<file path="config.mk">
export PLATFORM = sky130hd
export DESIGN_NAME = mre_enable_gen
export DESIGN_NICKNAME = d
export VERILOG_FILES = /design/src/rtl/mre_pkg.sv /design/src/rtl/mre_mod_cnt.sv /design/src/rtl/mre_phase_tap.sv /design/src/rtl/mre_enable_gen.sv
export SDC_FILE = /design/constraint.sdc
export NUM_CORES = 1
export LEC_CHECK = 0
export BUFFER_PORTS_ARGS = -buffer_cell sky130_fd_sc_hd__buf_2
export CORE_UTILIZATION = 49
export DETAILED_ROUTE_END_ITERATION = 16
export HOLD_SLACK_MARGIN = 0.05
export PLACE_DENSITY = 0.82
export REMOVE_ABC_BUFFERS = 1
export SLEW_MARGIN = 15
export SYNTH_ARGS = -nofsm -noshare
export SYNTH_HDL_FRONTEND = slang
export SYNTH_SLANG_ARGS = --single-unit
</file>
<file path="constraint.sdc">
create_clock -name clk_i -period 1.5 [get_ports clk_i]
set_input_delay 0.375 -clock clk_i [delete_from_list [all_inputs] [get_ports clk_i]]
set_output_delay 0.375 -clock clk_i [all_outputs]
set_load 0.05 [all_outputs]
</file>
<file path="src/rtl/mre_pkg.sv">
package mre_pkg;
  typedef enum logic {PH_FIRST, PH_LAST} phase_e;

  localparam int FOLD_DEF = 4;
  localparam int DEC1_DEF = 9;
  localparam int DEC2_DEF = 4;

  function automatic int cnt_w(input int n);
    return (n > 1) ? $clog2(n) : 1;
  endfunction
endpackage

</file>
<file path="src/rtl/mre_mod_cnt.sv">
module mre_mod_cnt #(
  parameter int N = 4,
  localparam int W = mre_pkg::cnt_w(N)
) (
  input  logic         clk_i,
  input  logic         rst_ni,
  input  logic         adv_i,
  output logic [W-1:0] cnt_o
);
  localparam logic [W-1:0] LAST = W'(N - 1);

  generate
    if (N > 1) begin : g_count
      always_ff @(posedge clk_i or negedge rst_ni) begin
        if (!rst_ni)    cnt_o <= '0;
        else if (adv_i) cnt_o <= (cnt_o == LAST) ? '0 : cnt_o + 1'b1;
      end
    end else begin : g_const
      assign cnt_o = '0;
    end
  endgenerate
endmodule

</file>
<file path="src/rtl/mre_phase_tap.sv">
module mre_phase_tap #(
  parameter int              N     = 4,
  parameter mre_pkg::phase_e PHASE = mre_pkg::PH_FIRST,
  localparam int W = mre_pkg::cnt_w(N)
) (
  input  logic         adv_i,
  input  logic [W-1:0] cnt_i,
  output logic         stb_o
);
  generate
    if (PHASE == mre_pkg::PH_LAST) begin : g_last
      assign stb_o = adv_i && (cnt_i == W'(N - 1));
    end else begin : g_first
      assign stb_o = adv_i && (cnt_i == '0);
    end
  endgenerate
endmodule

</file>
<file path="src/rtl/mre_enable_gen.sv">
module mre_enable_gen #(
  parameter int FOLD_P = mre_pkg::FOLD_DEF,
  parameter int DEC1_P = mre_pkg::DEC1_DEF,
  parameter int DEC2_P = mre_pkg::DEC2_DEF
) (
  input  logic clk_i,
  input  logic rst_ni,
  input  logic clk_en_i,
  output logic en_fir1_o,
  output logic en_s1_out_o,
  output logic en_fir2_o,
  output logic en_link_last_o,
  output logic en_link_first_o,
  output logic en_out_o
);
  import mre_pkg::*;

  localparam int LINK_N = FOLD_P * DEC1_P;
  localparam int W_FOLD = cnt_w(FOLD_P);
  localparam int W_DEC1 = cnt_w(DEC1_P);
  localparam int W_LINK = cnt_w(LINK_N);
  localparam int W_DEC2 = cnt_w(DEC2_P);

  logic [W_FOLD-1:0] fold_cnt;
  logic [W_DEC1-1:0] dec1_cnt;
  logic [W_LINK-1:0] link_cnt;
  logic [W_DEC2-1:0] out_cnt;

  assign en_fir1_o = clk_en_i;

  mre_mod_cnt #(.N(FOLD_P)) u_fold_cnt (
    .clk_i(clk_i), .rst_ni(rst_ni), .adv_i(clk_en_i), .cnt_o(fold_cnt));
  mre_mod_cnt #(.N(DEC1_P)) u_dec1_cnt (
    .clk_i(clk_i), .rst_ni(rst_ni), .adv_i(clk_en_i), .cnt_o(dec1_cnt));
  mre_mod_cnt #(.N(LINK_N)) u_link_cnt (
    .clk_i(clk_i), .rst_ni(rst_ni), .adv_i(clk_en_i), .cnt_o(link_cnt));
  // final-rate counter steps once per inter-stage wrap
  mre_mod_cnt #(.N(DEC2_P)) u_out_cnt (
    .clk_i(clk_i), .rst_ni(rst_ni), .adv_i(en_link_last_o), .cnt_o(out_cnt));

  mre_phase_tap #(.N(FOLD_P), .PHASE(PH_LAST)) u_tap_s1 (
    .adv_i(clk_en_i), .cnt_i(fold_cnt), .stb_o(en_s1_out_o));
  mre_phase_tap #(.N(DEC1_P), .PHASE(PH_FIRST)) u_tap_fir2 (
    .adv_i(clk_en_i), .cnt_i(dec1_cnt), .stb_o(en_fir2_o));
  mre_phase_tap #(.N(LINK_N), .PHASE(PH_LAST)) u_tap_link_last (
    .adv_i(clk_en_i), .cnt_i(link_cnt), .stb_o(en_link_last_o));
  mre_phase_tap #(.N(LINK_N), .PHASE(PH_FIRST)) u_tap_link_first (
    .adv_i(clk_en_i), .cnt_i(link_cnt), .stb_o(en_link_first_o));
  mre_phase_tap #(.N(DEC2_P), .PHASE(PH_FIRST)) u_tap_out (
    .adv_i(en_link_first_o), .cnt_i(out_cnt), .stb_o(en_out_o));
endmodule

</file>
# Word level (Yosys, flattened, before mapping)
# Cells that the tools add are included.
dict set report classes {
  n_addsub 4
  eq_ne 4
  mux 4
  n_reduce_logical 8
}
# operator count
set op_table {}
lappend op_table {{6-bit by 1-bit adder with 6-bit output (second input constant)} 1}
lappend op_table {{6-bit == test (second input constant)} 1}
lappend op_table {{6-bit logical NOT} 1}
lappend op_table {{6-bit 2-to-1 mux} 1}
lappend op_table {{1-bit logical AND} 5}
lappend op_table {{2-bit by 1-bit adder with 2-bit output (second input constant)} 2}
lappend op_table {{4-bit by 1-bit adder with 4-bit output (second input constant)} 1}
lappend op_table {{2-bit == test (second input constant)} 2}
lappend op_table {{4-bit == test (second input constant)} 1}
lappend op_table {{4-bit logical NOT} 1}
lappend op_table {{2-bit 2-to-1 mux} 2}
lappend op_table {{4-bit 2-to-1 mux} 1}
lappend op_table {{2-bit logical NOT} 1}
dict set report totals {
  regBits 14
  input_bits 3
  out_inout_bits 6
  word_cells 24
}

# Logic depth before layout (Yosys ltp)
dict set report logic_depth {
  ltp_word 3
  ltp_mapped 5
  ltp_nobuf 5
}

# By module
# From an unflattened synthesis, not the netlist that was laid out.
dict set report hier_totals {
  cells_unflattened 70
  hier_area_um2 763.2
}
# mod instances cells_each area_per_inst_um2 seq_area_each_um2
set modules_own_cells {}
lappend modules_own_cells {{mre_mod_cnt (u_link_cnt)} 1 25 284.0 150.1}
lappend modules_own_cells {{mre_mod_cnt (u_dec1_cnt)} 1 23 210.2 100.1}
lappend modules_own_cells {{mre_mod_cnt (u_fold_cnt ...)} 2 6 88.8 50.0}
lappend modules_own_cells {{mre_phase_tap (u_tap_link_last)} 1 3 23.8 0.0}
lappend modules_own_cells {{mre_phase_tap (u_tap_link_first)} 1 2 22.5 0.0}
lappend modules_own_cells {{mre_phase_tap (u_tap_fir2)} 1 2 18.8 0.0}
lappend modules_own_cells {{mre_phase_tap (u_tap_out)} 1 1 12.5 0.0}
lappend modules_own_cells {mre_enable_gen 1 1 7.5 0.0}
lappend modules_own_cells {{mre_phase_tap (u_tap_s1)} 1 1 6.3 0.0}

# Least setup slack after synthesis
# Ideal clock, no wire load.
dict set report synth_timing {
  path_type {input port to output port}
  from {input port clk_en_i}
  to {output port en_fir2_o}
  t_arrival_ns 2.299
  t_required_ns 1.125
  slack_ns -1.174
  cell_stages 3
  path_buffers 2
  cell_sequence {buf_2 buf_2 nor4bb_1}
}
dict set report synth_between {
  elab_chain_cells 1
}
# element line_no
set synth_lines {}
lappend synth_lines {{start: declaration} mre_enable_gen.sv:8} ;# input logic clk_en_i,
lappend synth_lines {{1-bit logical AND} mre_phase_tap.sv:14} ;# assign stb_o = adv_i && (cnt_i == '0);
lappend synth_lines {{end: declaration} mre_enable_gen.sv:11} ;# output logic en_fir2_o,
# Every way passes these cells.

# Worst setup path in the final report
dict set report layout_timing {
  from {register u_link_cnt.cnt_o[2]}
  to {output port en_out_o}
}
dict set report layout_between {
  elab_chain_cells 3
}
# element line_no
set layout_lines {}
lappend layout_lines {{start: declaration} mre_mod_cnt.sv:8} ;# output logic [W-1:0] cnt_o
lappend layout_lines {{start signal: assignment} mre_mod_cnt.sv:16} ;# else if (adv_i) cnt_o <= (cnt_o == LAST) ? '0 : cnt_o + 1'b1;
lappend layout_lines {{6-bit logical NOT} mre_phase_tap.sv:14}
lappend layout_lines {{1-bit logical AND (2 in a row)} mre_phase_tap.sv:14}
lappend layout_lines {{end: declaration} mre_enable_gen.sv:14} ;# output logic en_out_o
# Every way passes these cells.

==> results.py <==
metrics = {
    "outcome": {
        "status": "finished with violations",
        "violations": "setup timing",
    },
    "cells_and_area": {
        "layout_common_cells": "buf_4, dfrtp_1, o21ai_0",
        "fin_cells": 121,
        "multi_input_area_sq_um": 425.4,
        "drive_above_1_share_pct": 46.67,
        "seq_area_sq_um": 350.3,
        "diodes": 0,
        "fin_util_pct": 73.17,
        "area_growth_pct": 40.74,
        "fillCellCount": 113,
        "layout.nets": 116,
        "final_common_cell": "buf_4",
        "fin_area_sq_mm": 0.001102,
    },
    "grt": {
        "track_usage_pct": 19.63,
        "grt_antenna_before_repair": 0,
        "grt_pass1_vias": 602,
        "overflow": 0,
        "grt_max_degree": 15,
        "grt_pass1_wl_um": 2511,
    },
    "logic_synthesis": {
        "ys_ff_latch": 14,
        "synth.cell_area_sq_um": 783.3,
        "yosys_warnings": 0,
        "ys_types": 26,
        "syn_area_per_cell_sq_um": 10.73,
        "yosysSeqAreaShare_pct": 44.73,
        "syn_inst": 73,
    },
    "clocking": {
        "h-tree-depth": 1,
        "cts_tree": "done",
        "clkSinkCount": 14,
        "cts_max_path_buffers": 2,
        "clock_latency_ps": 290,
        "cts.clk_slew.worst_paths_ps": 90,
        "cts-root-buf": "clkbuf_4",
        "cts-buffers-inserted": 3,
    },
    "timing": {
        "min_period_ps": 1864,
        "rsz0062_at_grt": "true",
        "clock_skew_ps": 1.309,
        "finalCritPeriodShare_pct": 124.3,
        "worst_pin_slew_ps": 320.3,
        "setup_ws_ps": -364.3,
        "max-slew-margin-rel_pct": 78.65,
        "setup-violations-final": 7,
        "worst_hold_slack_ps": 501.9,
        "finalSetupTns_ps": -1413,
        "slew_viol_final": 0,
        "hold_viol_final": 0,
        "max_freq_mhz": 536.4,
    },
    "worst_setup_path": {
        "slowest_delay_ps": 390,
        "ff2ff_setup_slack_ps": -80,
        "startpoint_type": "register",
        "cp_data_arrival_time_ps": 1490,
        "worstSetupEndpointType": "output port",
        "cpMaxStageDelayCell": "or3_4",
        "r2r_start": "u_link_cnt.cnt_o[2]",
        "crit_chain": "or3_4 -> nor3_2 -> and2_1 -> buf_6",
        "required_ps": 1120,
        "worstPathMaxFanout": 2,
        "worstSetupPathType": "reg -> out",
        "critPathLaunch": "u_link_cnt.cnt_o[2]",
    },
    "drt": {
        "drtIter0Drc": 4,
        "via_per_inst": 5.132,
        "drt_wl_total_um": 1504,
        "routedWlPerCell_um": 12.43,
        "vias": 621,
        "drc": 0,
        "first_pass_iters": 2,
        "ant_nets": 0,
    },
    "die": {
        "core_area_sq_mm": 0.001506,
        "rows": 14,
        "initial_core_util_pct": 51.99,
        "ios": 9,
        "chipWidth_um": 41.98,
        "die_y_um": 41.98,
        "die-area_sq_mm": 0.001762,
    },
    "worst_hold_path": {
        "hp-class": "in -> async",
    },
    "power": {
        "power.leakage_nw": 0.5475,
        "p_comb_share_pct": 52.7,
        "p_per_area_mw_per_mm2": 1860,
        "p_clk_share_pct": 13.6,
        "switching_power_uw": 743.3,
        "power_mw": 2.050,
        "p_int_mw": 1.307,
        "p_seq_share_pct": 33.7,
        "swShare_pct": 36.26,
        "ir_drop_mv": 1.132,
    },
    "flow_run": {
        "cap_violations": 0,
    },
    "place": {
        "place_ws_ps": -164.2,
        "place_area_sq_um": 930.9,
        "hpwl_um": 1011,
        "place_congestion": 0.7836,
        "port_buffers": 8,
        "placed_cells": 108,
    },
}
-- critical path, delay by kind of cell, from the launching register on --
family / cells / cell delay [ps]
simple gates: 3 / 670
buf+inv: 1 / 160
flops: 1 / 380
-- cell type report --
cell class | count | share of cell area [%]
Clock buffer | 4 | 3.292
Inverter | 6 | 2.043
Tap cell | 16 | 1.816
Multi-Input combinational cell | 50 | 38.59
Sequential cell | 14 | 31.78
Timing Repair Buffer | 31 | 22.47
-- synthesized netlist by cell type --
cell | instances | area, sq um
nand3_1 | 5 | 25.02
mux2_2 | 2 | 22.52
nor2_1 | 4 | 15.01
and2_1 | 2 | 12.51
buf_4 | 1 | 7.510
o21ai_0 | 6 | 30.03
a211oi_1 | 1 | 7.510
ha_1 | 7 | 87.58
nand4_1 | 2 | 12.51
mux2_4 | 2 | 30.03
a21oi_1 | 1 | 5.000
inv_1 | 6 | 22.52
a22o_1 | 1 | 8.760
buf_2 | 2 | 10.01
nand3b_1 | 1 | 7.510
nor4bb_1 | 1 | 10.01
dfrtp_1 | 14 | 350.3
a21bo_2 | 1 | 10.01
a21o_1 | 1 | 7.510
xnor2_1 | 3 | 26.28
nand2_1 | 5 | 18.77
or3_1 | 1 | 6.260
nor2_8 | 1 | 20.02
xor2_1 | 1 | 8.760
nor3_2 | 1 | 10.01
or3_4 | 1 | 11.26
-- layer usage --
| metal | wire length, um | global-route usage (%) |
|---|---|---|
| met3 | 61 | 3.879 |
| met1 | 630 | 22.66 |
| met2 | 794 | 33.44 |
| met4 | 17 | 11.61 |
| met5 | 0 | 0 |
-- power by group through the flow --
stage	Combinational (mW)	Clock, mW	Sequential [mW]
floorplan	0.487	0	0.691
global placement	0.824	0	0.667
detailed placement	0.855	0	0.686
CTS	0.958	0.288	0.692
global route	1.19	0.311	0.713
finish	1.08	0.279	0.692
-- state kept, by name, summed over array words and instances, names as in the netlist --
signal            cells
u_dec1_cnt.cnt_o      4
u_fold_cnt.cnt_o      2
u_link_cnt.cnt_o      6
u_out_cnt.cnt_o       2
-- worst paths after layout --
check                                      endpoint  cells past startpoint
worst max-delay path                       en_out_o                      4
worst min-delay path            u_link_cnt.cnt_o[0]                      2
worst max register to register   u_out_cnt.cnt_o[0]                      5
worst min register to register  u_fold_cnt.cnt_o[1]                      1
max in group asynchronous       u_link_cnt.cnt_o[3]                      2
min in group clk_i              u_fold_cnt.cnt_o[1]                      1
-- what timing repair did --
| action | CTS | global route |
|---|---|---|
| buffers inserted | 1 | 7 |
| endpoints found under the setup margin | 7 | 7 |
| pin swaps | 4 | 2 |
| cloned | 0 | 0 |
| hold endpoints to repair | 14 | 0 |
| hold buffers | 1 | 0 |
| resized for setup | 17 | 2 |
-- kinds of logic (layout without fill, tap and decap cells) --
family	Yosys count	count (layout)	share of synthesized area, %
xor gates and xnor gates	4	4	4.474
and+or+nand+nor	24	24	19.01
adders and majority gates	7	7	11.18
AOI/OAI and AO/OA	11	11	8.786
DFF	14	14	44.73
buffers and inverters	9	41	5.112
muxes	4	4	6.709
Note: power is estimated with default switching activity, not from simulation.
